## config.mk

```make
export PLATFORM = sky130hd
export DESIGN_NAME = flash_prog_ctrl
export DESIGN_NICKNAME = d
export VERILOG_FILES = /design/src/rtl/flash_ctrl_pkg.sv /design/src/rtl/flash_cmd_seq.sv /design/src/rtl/flash_poll_timer.sv /design/src/rtl/flash_prog_ctrl.sv
export SDC_FILE = /design/constraint.sdc
export NUM_CORES = 1
export LEC_CHECK = 0
export ABC_CLOCK_PERIOD_IN_PS = 2750
export BUFFER_PORTS_ARGS = -buffer_cell sky130_fd_sc_hd__buf_4
export CORE_MARGIN = 1
export CORE_UTILIZATION = 40
export CTS_BUF_LIST = sky130_fd_sc_hd__clkbuf_16
export DETAILED_ROUTE_END_ITERATION = 12
export GPL_TIMING_DRIVEN = 0
export PLACE_DENSITY_LB_ADDON = 0.2
export SLEW_MARGIN = 10
export SYNTH_ARGS = -nofsm -noshare
export SYNTH_HDL_FRONTEND = slang
export SYNTH_HIERARCHICAL = 1
export SYNTH_SLANG_ARGS = --single-unit
```

## constraint.sdc

```tcl
create_clock -name clk_i -period 2.75 [get_ports clk_i]
set_input_delay 0.4125 -clock clk_i [delete_from_list [all_inputs] [get_ports clk_i]]
set_output_delay 0.4125 -clock clk_i [all_outputs]
set_load 0.01 [all_outputs]
```

## src/rtl/flash_ctrl_pkg.sv

```systemverilog
package flash_ctrl_pkg;
  localparam int BYTE_W = 8;

  typedef enum logic [1:0] {
    OP_PROG = 2'd0,
    OP_PAGE = 2'd1,
    OP_CHIP = 2'd2,
    OP_RSVD = 2'd3
  } op_e;

  typedef enum logic [2:0] {
    S_IDLE, S_FETCH, S_CMD, S_PRD, S_PWAIT, S_VRD, S_VWAIT, S_DONE
  } st_e;

  localparam logic [14:0] UNLK_A = 15'h5555;
  localparam logic [14:0] UNLK_B = 15'h2AAA;

  localparam logic [BYTE_W-1:0] C_AA   = 8'hAA;
  localparam logic [BYTE_W-1:0] C_55   = 8'h55;
  localparam logic [BYTE_W-1:0] C_80   = 8'h80;
  localparam logic [BYTE_W-1:0] C_A0   = 8'hA0;
  localparam logic [BYTE_W-1:0] C_CHIP = 8'h10;
  localparam logic [BYTE_W-1:0] C_PAGE = 8'h50;
endpackage

```

## src/rtl/flash_cmd_seq.sv

```systemverilog
module flash_cmd_seq
  import flash_ctrl_pkg::*;
#(
  parameter int ADDR_W = 17
) (
  input  op_e               op_i,
  input  logic [2:0]        step_i,
  input  logic [ADDR_W-1:0] tgt_i,
  input  logic [BYTE_W-1:0] wbyte_i,
  output logic [ADDR_W-1:0] addr_o,
  output logic [BYTE_W-1:0] data_o,
  output logic              last_o
);
  localparam logic [ADDR_W-1:0] A1 = ADDR_W'(UNLK_A);
  localparam logic [ADDR_W-1:0] A2 = ADDR_W'(UNLK_B);

  always_comb begin
    addr_o = A1;
    data_o = C_AA;
    if (op_i == OP_PROG) begin
      last_o = (step_i == 3'd3);
      case (step_i)
        3'd0:    begin addr_o = A1;    data_o = C_AA;    end
        3'd1:    begin addr_o = A2;    data_o = C_55;    end
        3'd2:    begin addr_o = A1;    data_o = C_A0;    end
        default: begin addr_o = tgt_i; data_o = wbyte_i; end
      endcase
    end else begin
      last_o = (step_i == 3'd5);
      case (step_i)
        3'd0:    begin addr_o = A1; data_o = C_AA; end
        3'd1:    begin addr_o = A2; data_o = C_55; end
        3'd2:    begin addr_o = A1; data_o = C_80; end
        3'd3:    begin addr_o = A1; data_o = C_AA; end
        3'd4:    begin addr_o = A2; data_o = C_55; end
        default: begin
          // page erase targets any address in the page; chip erase the unlock address
          addr_o = (op_i == OP_PAGE) ? tgt_i : A1;
          data_o = (op_i == OP_PAGE) ? C_PAGE : C_CHIP;
        end
      endcase
    end
  end
endmodule

```

## src/rtl/flash_poll_timer.sv

```systemverilog
module flash_poll_timer #(
  parameter int TMO_W = 24
) (
  input  logic             clk_i,
  input  logic             rst_ni,
  input  logic             load_i,
  input  logic [TMO_W-1:0] limit_i,
  output logic             expired_o
);
  logic [TMO_W-1:0] cnt_q;

  always_ff @(posedge clk_i or negedge rst_ni) begin
    if (!rst_ni)             cnt_q <= '0;
    else if (load_i)         cnt_q <= limit_i;
    else if (cnt_q != '0)    cnt_q <= cnt_q - 1'b1;
  end

  assign expired_o = (cnt_q == '0);

  p_load_live_r8: assert property (@(posedge clk_i) disable iff (!rst_ni)
    load_i && (limit_i != '0) |=> !expired_o);
  p_expired_hold_r8: assert property (@(posedge clk_i) disable iff (!rst_ni)
    expired_o && !load_i |=> expired_o);
endmodule

```

## src/rtl/flash_prog_ctrl.sv

```systemverilog
module flash_prog_ctrl
  import flash_ctrl_pkg::*;
#(
  parameter int ADDR_W  = 17,
  parameter int LEN_W   = 17,
  parameter int CLK_KHZ = 100000
) (
  input  logic              clk_i,
  input  logic              rst_ni,
  input  logic              start_i,
  input  logic [1:0]        mode_i,
  input  logic [ADDR_W-1:0] addr_i,
  input  logic [LEN_W-1:0]  len_i,
  output logic              dreq_o,
  input  logic              dvalid_i,
  input  logic [7:0]        din_i,
  output logic              busy_o,
  output logic              done_o,
  output logic              err_o,
  output logic              bus_wr_o,
  output logic              bus_rd_o,
  output logic [ADDR_W-1:0] bus_addr_o,
  output logic [7:0]        bus_wdata_o,
  input  logic [7:0]        bus_rdata_i
);
  // worst-case busy windows in clock cycles
  localparam int PROG_TMO = (CLK_KHZ * 50 + 999) / 1000;
  localparam int PAGE_TMO = CLK_KHZ * 25;
  localparam int CHIP_TMO = CLK_KHZ * 100;
  localparam int TMO_W    = $clog2(CHIP_TMO + 1);

  st_e               state_q;
  op_e               op_q;
  logic [ADDR_W-1:0] cur_addr_q;
  logic [LEN_W-1:0]  remain_q;
  logic [BYTE_W-1:0] wbyte_q;
  logic [2:0]        step_q;
  logic              err_q;

  logic [ADDR_W-1:0] seq_addr;
  logic [BYTE_W-1:0] seq_data;
  logic              seq_last;
  logic              tmo_load, tmo_exp;
  logic [TMO_W-1:0]  tmo_lim;
  logic [BYTE_W-1:0] exp_byte;
  op_e               mode_op;

  assign mode_op = op_e'(mode_i);

  flash_cmd_seq #(.ADDR_W(ADDR_W)) u_seq (
    .op_i   (op_q),
    .step_i (step_q),
    .tgt_i  (cur_addr_q),
    .wbyte_i(wbyte_q),
    .addr_o (seq_addr),
    .data_o (seq_data),
    .last_o (seq_last)
  );

  always_comb begin
    case (op_q)
      OP_PROG: tmo_lim = TMO_W'(PROG_TMO);
      OP_PAGE: tmo_lim = TMO_W'(PAGE_TMO);
      default: tmo_lim = TMO_W'(CHIP_TMO);
    endcase
  end

  assign tmo_load = (state_q == S_CMD) && seq_last;

  flash_poll_timer #(.TMO_W(TMO_W)) u_tmo (
    .clk_i    (clk_i),
    .rst_ni   (rst_ni),
    .load_i   (tmo_load),
    .limit_i  (tmo_lim),
    .expired_o(tmo_exp)
  );

  assign exp_byte = (op_q == OP_PROG) ? wbyte_q : 8'hFF;

  always_ff @(posedge clk_i or negedge rst_ni) begin
    if (!rst_ni) begin
      state_q    <= S_IDLE;
      op_q       <= OP_PROG;
      cur_addr_q <= '0;
      remain_q   <= '0;
      wbyte_q    <= '0;
      step_q     <= '0;
      err_q      <= 1'b0;
    end else begin
      case (state_q)
        S_IDLE: if (start_i) begin
          op_q       <= mode_op;
          cur_addr_q <= addr_i;
          remain_q   <= len_i;
          step_q     <= '0;
          err_q      <= 1'b0;
          if (mode_op == OP_RSVD) begin
            err_q   <= 1'b1;
            state_q <= S_DONE;
          end else if (mode_op == OP_PROG) begin
            state_q <= (len_i == '0) ? S_DONE : S_FETCH;
          end else begin
            state_q <= S_CMD;
          end
        end
        S_FETCH: if (dvalid_i) begin
          wbyte_q <= din_i;
          step_q  <= '0;
          state_q <= S_CMD;
        end
        S_CMD: begin
          if (seq_last) state_q <= S_PRD;
          else          step_q  <= step_q + 3'd1;
        end
        S_PRD: state_q <= S_PWAIT;
        S_PWAIT: begin
          if (bus_rdata_i[7] == exp_byte[7]) state_q <= S_VRD;
          else if (tmo_exp) begin
            err_q   <= 1'b1;
            state_q <= S_DONE;
          end else state_q <= S_PRD;
        end
        S_VRD: state_q <= S_VWAIT;
        S_VWAIT: begin
          if (bus_rdata_i == exp_byte) begin
            if (op_q == OP_PROG && remain_q != LEN_W'(1)) begin
              remain_q   <= remain_q - 1'b1;
              cur_addr_q <= cur_addr_q + 1'b1;
              state_q    <= S_FETCH;
            end else begin
              state_q <= S_DONE;
            end
          end else if (tmo_exp) begin
            err_q   <= 1'b1;
            state_q <= S_DONE;
          end else begin
            // status bit settled before the rest of the byte: poll again
            state_q <= S_PRD;
          end
        end
        S_DONE:  state_q <= S_IDLE;
        default: state_q <= S_IDLE;
      endcase
    end
  end

  assign busy_o      = (state_q != S_IDLE);
  assign done_o      = (state_q == S_DONE);
  assign err_o       = done_o && err_q;
  assign dreq_o      = (state_q == S_FETCH);
  assign bus_wr_o    = (state_q == S_CMD);
  assign bus_rd_o    = (state_q == S_PRD) || (state_q == S_VRD);
  assign bus_addr_o  = (state_q == S_CMD) ? seq_addr : cur_addr_q;
  assign bus_wdata_o = seq_data;

  p_excl_strobe_r5: assert property (@(posedge clk_i) disable iff (!rst_ni)
    !(bus_wr_o && bus_rd_o));
  p_unlock_first_r1: assert property (@(posedge clk_i) disable iff (!rst_ni)
    bus_wr_o && !$past(bus_wr_o) |-> (bus_addr_o == ADDR_W'(UNLK_A)) && (bus_wdata_o == C_AA));
  p_dreq_prog_r4: assert property (@(posedge clk_i) disable iff (!rst_ni)
    dreq_o |-> (op_q == OP_PROG));
  p_err_done_r9: assert property (@(posedge clk_i) disable iff (!rst_ni)
    err_o |-> done_o);
  p_done_pulse_r9: assert property (@(posedge clk_i) disable iff (!rst_ni)
    done_o |=> !done_o && !busy_o);
  p_hold_cfg_r10: assert property (@(posedge clk_i) disable iff (!rst_ni)
    busy_o && $past(busy_o) |-> $stable(op_q));
  p_idle_quiet_r12: assert property (@(posedge clk_i) disable iff (!rst_ni)
    !busy_o |-> !bus_wr_o && !bus_rd_o && !dreq_o);
endmodule

```

After elaboration in Yosys (flattened, before gate mapping). Index checks and enable logic that the tools add are counted.

Memories: 0. ROM bits: 0. Flip-flop bits (word level): 75. RAM bits: 0. Latch bits: 0. Input port bits: 56.

Multiplexer cells: 43. Add/sub/neg operators: 4. Magnitude comparators: 0. Div/mod/pow operators: 0. Reductions and logical operators: 26. $mul: 0. Shifts and indexed selects: 0. Bitwise operators: 0. Equality and inequality tests: 25.

Operators by type and width (count): 2-to-1 mux 17 bit (9); one-hot mux 17 bit (2 select lines) (4); 2-to-1 mux 24 bit (2); one-hot mux 24 bit (2 select lines) (1); one-hot mux 8 bit (3 select lines) (2); 2-to-1 mux 3 bit (13); logical NOT 24 bit (1); one-hot mux 3 bit (8 select lines) (1); nonzero test 24 bit (1); subtractor 24 x 1 -> 24 bit, second input constant (1); == test 3 bit, second input constant (6); adder 17 x 1 -> 17 bit, second input constant (1); logical NOT 17 bit (1); inequality test 17 x 1 -> 1 bit, second input constant (1); subtractor 17 x 1 -> 17 bit, second input constant (1); 2-to-1 mux 8 bit (2); == test 3 x 2 -> 1 bit, second input constant (4); inequality test 2 bit, second input constant (6); AND reduction 4 bit (3); one-hot mux 3 bit (3 select lines) (1); nonzero test 3 bit (3); == test 8 bit (1); 2-to-1 mux 7 bit (1); == test 3 x 1 -> 1 bit, second input constant (2); other kinds (16) (30).

Longest topological paths before layout.
Word-level depth: 6. Gate-level depth with buffers: 10.

Cells and area by module. Netlist, hierarchy kept.

By module, submodules not included: flash_prog_ctrl (instances 1, area an instance 3686.0 µm², sequential area each 1276.2 µm², cells each 474); flash_poll_timer (instances 1, area an instance 1506.4 µm², sequential area each 600.6 µm², cells each 164); flash_cmd_seq (instances 1, area an instance 738.2 µm², sequential area each 0.0 µm², cells each 114).

Worst setup path after synthesis. OpenSTA, ideal clock, no wires.

Path kind: register -> register. Start point: register op_q[0]. End point: register u_tmo.cnt_q[10]. Arrival: 2088 ps. Path buffers: 3. Required time: 2625 ps. Cell stages (with the launch flop): 10. Setup time: 125 ps. Setup slack: 537 ps. Path through: dfrtp_1 -> nor2_2 -> buf_2 -> nand3_1 -> a21oi_1 -> and3_1 -> clkbuf_1 -> inv_1 -> clkbuf_1 -> mux2_2.

Word-level cells in the longest chain between the ends: 4. Elaborated cells between the ends (all ways): 7.

Ends and longest elaborated chain: start, declared (line flash_prog_ctrl.sv:33) `op_e op_q;`; start signal, assigned (line flash_prog_ctrl.sv:92) `op_q <= mode_op;`; logical NOT 2 bit (*) (line flash_cmd_seq.sv:20) `if (op_i == OP_PROG) begin`; 2-to-1 mux 1 bit (*) (line flash_cmd_seq.sv:20); via seq_last (line flash_prog_ctrl.sv:42) `logic seq_last;`; logical AND 1 bit (*) (line flash_prog_ctrl.sv:68) `assign tmo_load = (state_q == S_CMD) && seq_last;`; via tmo_load (line flash_prog_ctrl.sv:43) `logic tmo_load, tmo_exp;`; 2-to-1 mux 24 bit or nonzero test 2 bit (tied branches); end signal, assigned (line flash_poll_timer.sv:14) `else if (load_i) cnt_q <= limit_i;`; end signal, assigned (line flash_poll_timer.sv:15) `else if (cnt_q != '0) cnt_q <= cnt_q - 1'b1;`; end, declared (line flash_poll_timer.sv:10) `logic [TMO_W-1:0] cnt_q;`.

The timed path passes the listed nets; every way through them passes the cells marked *. A chain may end at the register's enable or synchronous reset.

Worst setup path after layout.
Start point: register op_q[1]. End point: register cur_addr_q[1].

Word-level cells in the longest chain between the ends: 5. Elaborated cells between the ends (all ways): 7.

Ends and longest elaborated chain: logical NOT 2 bit (*) (line flash_prog_ctrl.sv:78, flash_prog_ctrl.sv:126); 2-to-1 mux 8 bit (line flash_prog_ctrl.sv:78) `assign exp_byte = (op_q == OP_PROG) ? wbyte_q : 8'hFF;`; == test 8 bit (line flash_prog_ctrl.sv:125) `if (bus_rdata_i == exp_byte) begin`; inequality test 2 bit (no line); AND reduction 4 bit (no line) (*); end signal, assigned (line flash_prog_ctrl.sv:93) `cur_addr_q <= addr_i;`; end signal, assigned (line flash_prog_ctrl.sv:128) `cur_addr_q <= cur_addr_q + 1'b1;`; end, declared (line flash_prog_ctrl.sv:34) `logic [ADDR_W-1:0] cur_addr_q;`.

Mark *: on every way between the ends. The rest lies on a longest branch, timed or not.

==> summary.txt <==
Synth
  – Top post-synthesis cells by area: dfrtp_1 (32%), nand2_1 (8.0%), nor2_1 (3.7%)
  – Seq/Total Area, Yosys: 31.65%
  – Flops & latches, synth: 75
  – Main synth FF type: dfrtp_1
  – Avg Cell Area, Syn: a little under 8 um^2
  – Mapped Cells: 752
  – Cell area after synthesis: just under 6000 um^2
  – Synth top area share: between 30% and 40%
  – EDFF count, synth: 0
  – Netlist cell types: around 90
  – Leading area contributor after synthesis: dfrtp_1
  – Async set-reset flop share out of synthesis: 100.0%
  – Ys Warns: 6

Floorplanning
  – Die Y: between 100 and 150 um
  – Die Wd: around 120 um
  – Row count: 44
  – # IOs: a little under 90
  – Initial Util: just over 40%
  – Die area: 15320 um^2
  – Core box area: 14480 um^2

Cells and area
  – Fill cells: between 1000 and 1500
  – Area growth from synthesis to layout: 21.96%
  – Final-stage net count: 919
  – Layout cells sized above 1: 20.81%
  – Ant diodes: 0

Timing
  – Final slew viol count: 0
  – Hold Vio Cnt, Final: 0
  – Relative slew margins: a little under a quarter
  – Fin crit period: 2678 ps
  – Setup_tns: 0 ps
  – Final setup margin: 72.37 ps
  – Final setup viols: 0
  – Final period util: between 90% and 100%
  – Max Freq: 373.5 MHz
  – Final Skew: 7.627 ps
  – Worst slew pin tran: 1151 ps

Placed design
  – Place WS: -142.7 ps
  – Post-DP HPWL: about 13 mm
  – Final GP Congestion: 0.8850
  – Port bufs: 86

Global routing
  – Initial antenna violation count: 0
  – GRT Util Overall: roughly a quarter
  – Largest net degree at the start of global routing: between 70 and 80
  – First-pass GRT wire length: approximately 30 mm
  – Global route total overflow: 0
  – Vias in the first global route: 5650

Worst setup path
  – Reg2Reg Setup Slack: just over 70 ps
  – Crit. End Element: flip-flop
  – Type of the worst setup path: reg -> reg
  – Worst setup SP type: flip-flop
  – Critical Path RT: a little under 3000 ps
  – Reg-to-reg critical path startpoint: op_q[1]
  – Worst reg-to-reg path cell count: 9
  – CP max FO: 10
  – Worst Setup SP: op_q[1]
  – Worst EP arrival: approximately 2900 ps

Clocking
  – TritonCTS clock tree: built
  – Clk sinks: 75
  – CTS max path bufs: 2
  – TritonCTS buffer count: 9
  – Post-CTS setup buffer count: 0
  – Skew-Pair Late Insertion Delay: 350 ps
  – Clock Pin Slew Worst Setup and Hold Paths: 60 ps
  – CTS root buf: clkbuf_16
  – H-tree Lvls: 3

Status
  – Status: finished clean

Drt
  – Number of DRC markers in iteration 0: around 570
  – Vias per std cell: about 6
  – DRT antenna net count: 0
  – Post-DR wirelength/cell: between 15 and 20 um
  – 1st-pass router iterations: 5
  – # DRC: 0
  – Vias: roughly 6200
  – Routed WL: around 19 mm

Pwr
  – Leak: between 2 and 3 nW
  – P per Cell Area: approximately 1200 nW/um^2
  – Maximum VDD drop: around 0.45 mV

Run
  – Max-Cap Viols: 0

Min path
  – Hold crit path type: in -> async
==> per-stage QoR <==
| stage | cells | util, % | hold slack, ps | cell area (um^2) | total power [mW] |
|---|---|---|---|---|---|
| finish | 1044 | 49.96 | 197.1 | 7233 | 8.544 |
| global route | 1044 | 49.96 | 272.5 | 7233 | 9.202 |
| CTS | 1044 | 49.40 | 260.6 | 7153 | 8.460 |
| detailed placement | 1030 | 47.22 | 487.8 | 6837 | 7.135 |
| global placement | 1030 | 47.22 | 474.7 | 6837 | 7.120 |
| floorplan | 760 | - | 116.9 | 5961 | 5.513 |
==> worst paths after layout <==
| kind | to |
|---|---|
| max in group asynchronous | op_q[0] |
| min | wbyte_q[0] |
| max | cur_addr_q[1] |
| min in group clk_i | err_q |
| max reg2reg | cur_addr_q[1] |
| min reg2reg | remain_q[15] |
==> worst max-delay path, cell delays in order, from the launching register on <==
cell and delay (ps):
dfrtp_1 470, or2_1 240, buf_2 210, o32ai_2 380, o32ai_4 220, or2_1 260, buf_6 150, a21oi_4 310
buf_6 210, o211ai_1 90
==> power by group <==
group	switching (mW)	internal [mW]
clock	0.491	0.793
sequential	0.790	1.65
combinational	2.71	2.11
total	3.99	4.56
==> cell type report <==
class / count / area [um^2] / area share (%)
Clock inverter: 7 / 92.59 / 1.280
Inverter: 20 / 75.07 / 1.038
Multi-Input combinational cell: 609 / 3780 / 52.26
Timing Repair Buffer: 86 / 645.6 / 8.926
Tap cell: 184 / 230.2 / 3.183
Clock buffer: 9 / 225.2 / 3.114
Sequential cell: 75 / 1878 / 25.96
Buffer: 54 / 306.5 / 4.238
==> layer usage <==
metal  part of all wire, %  global-route usage (%)
met1                    47                   36.71
met2                    44                   37.85
met3                   7.1                   4.625
met4                   1.2                   8.208
met5                     0                       0
==> state kept, by name, summed over array words and instances (netlist names) <==
signal and flops:
op_q 2, wbyte_q 8, err_q 1, remain_q 17, step_q 3, cur_addr_q 17, state_q 3, u_tmo/cnt_q 24
==> synth_stat cells, drive strengths merged (4+ instances only) <==
library cell  instances
and3                  8
o211ai                8
and2                  5
or4                   8
a211oi                5
or3                   9
nand4                10
nor2                 61
o31ai                17
dfrtp                75
nor3                 15
a311oi                6
a31oi                10
xnor2                 6
o2bb2ai               5
o32ai                 8
xor2                 15
mux2                 13
o22ai                15
nand2b               12
a22oi                13
buf                  26
or2                   8
ha                    8
nand3                24
a21oi                44
clkbuf               30
a22o                  8
o21ai                55
inv                  20
nand2               127
nor4b                 4
mux2i                 5
nor4                 18
o311a                 4
==> logic make-up after synthesis <==
logic type	after synthesis	synth area share, %
other	2	0.1266
AO/OA/AOI/OAI	228	26.65
AND/OR/NAND/NOR	324	27.09
buffers and inverters	76	6.393
XOR/XNOR	21	3.101
flip-flops	75	31.65
adder cells (fa/ha/maj)	8	1.688
multiplexers	18	3.312
==> placed cells by master, fill, tap and decap left out, types with 11 or more instances in the layout <==
cell type	instances
buf_4	89
buf_2	11
inv_1	20
nand3_1	23
a21oi_1	41
a22oi_1	13
nor3_1	14
clkbuf_1	22
dfrtp_1	74
nand2b_1	12
nor2_1	58
o31ai_1	17
nor4_1	12
o22ai_1	15
mux2_2	13
xor2_1	15
o21ai_0	44
nand2_1	126
==> repair_timing <==
action                                  CTS  global route
hold buffers                              0             0
endpoints found under the setup margin   36            63
pin swaps                                 0             2
resized for setup                         2            25
Note: power is estimated with default switching activity, not from simulation.
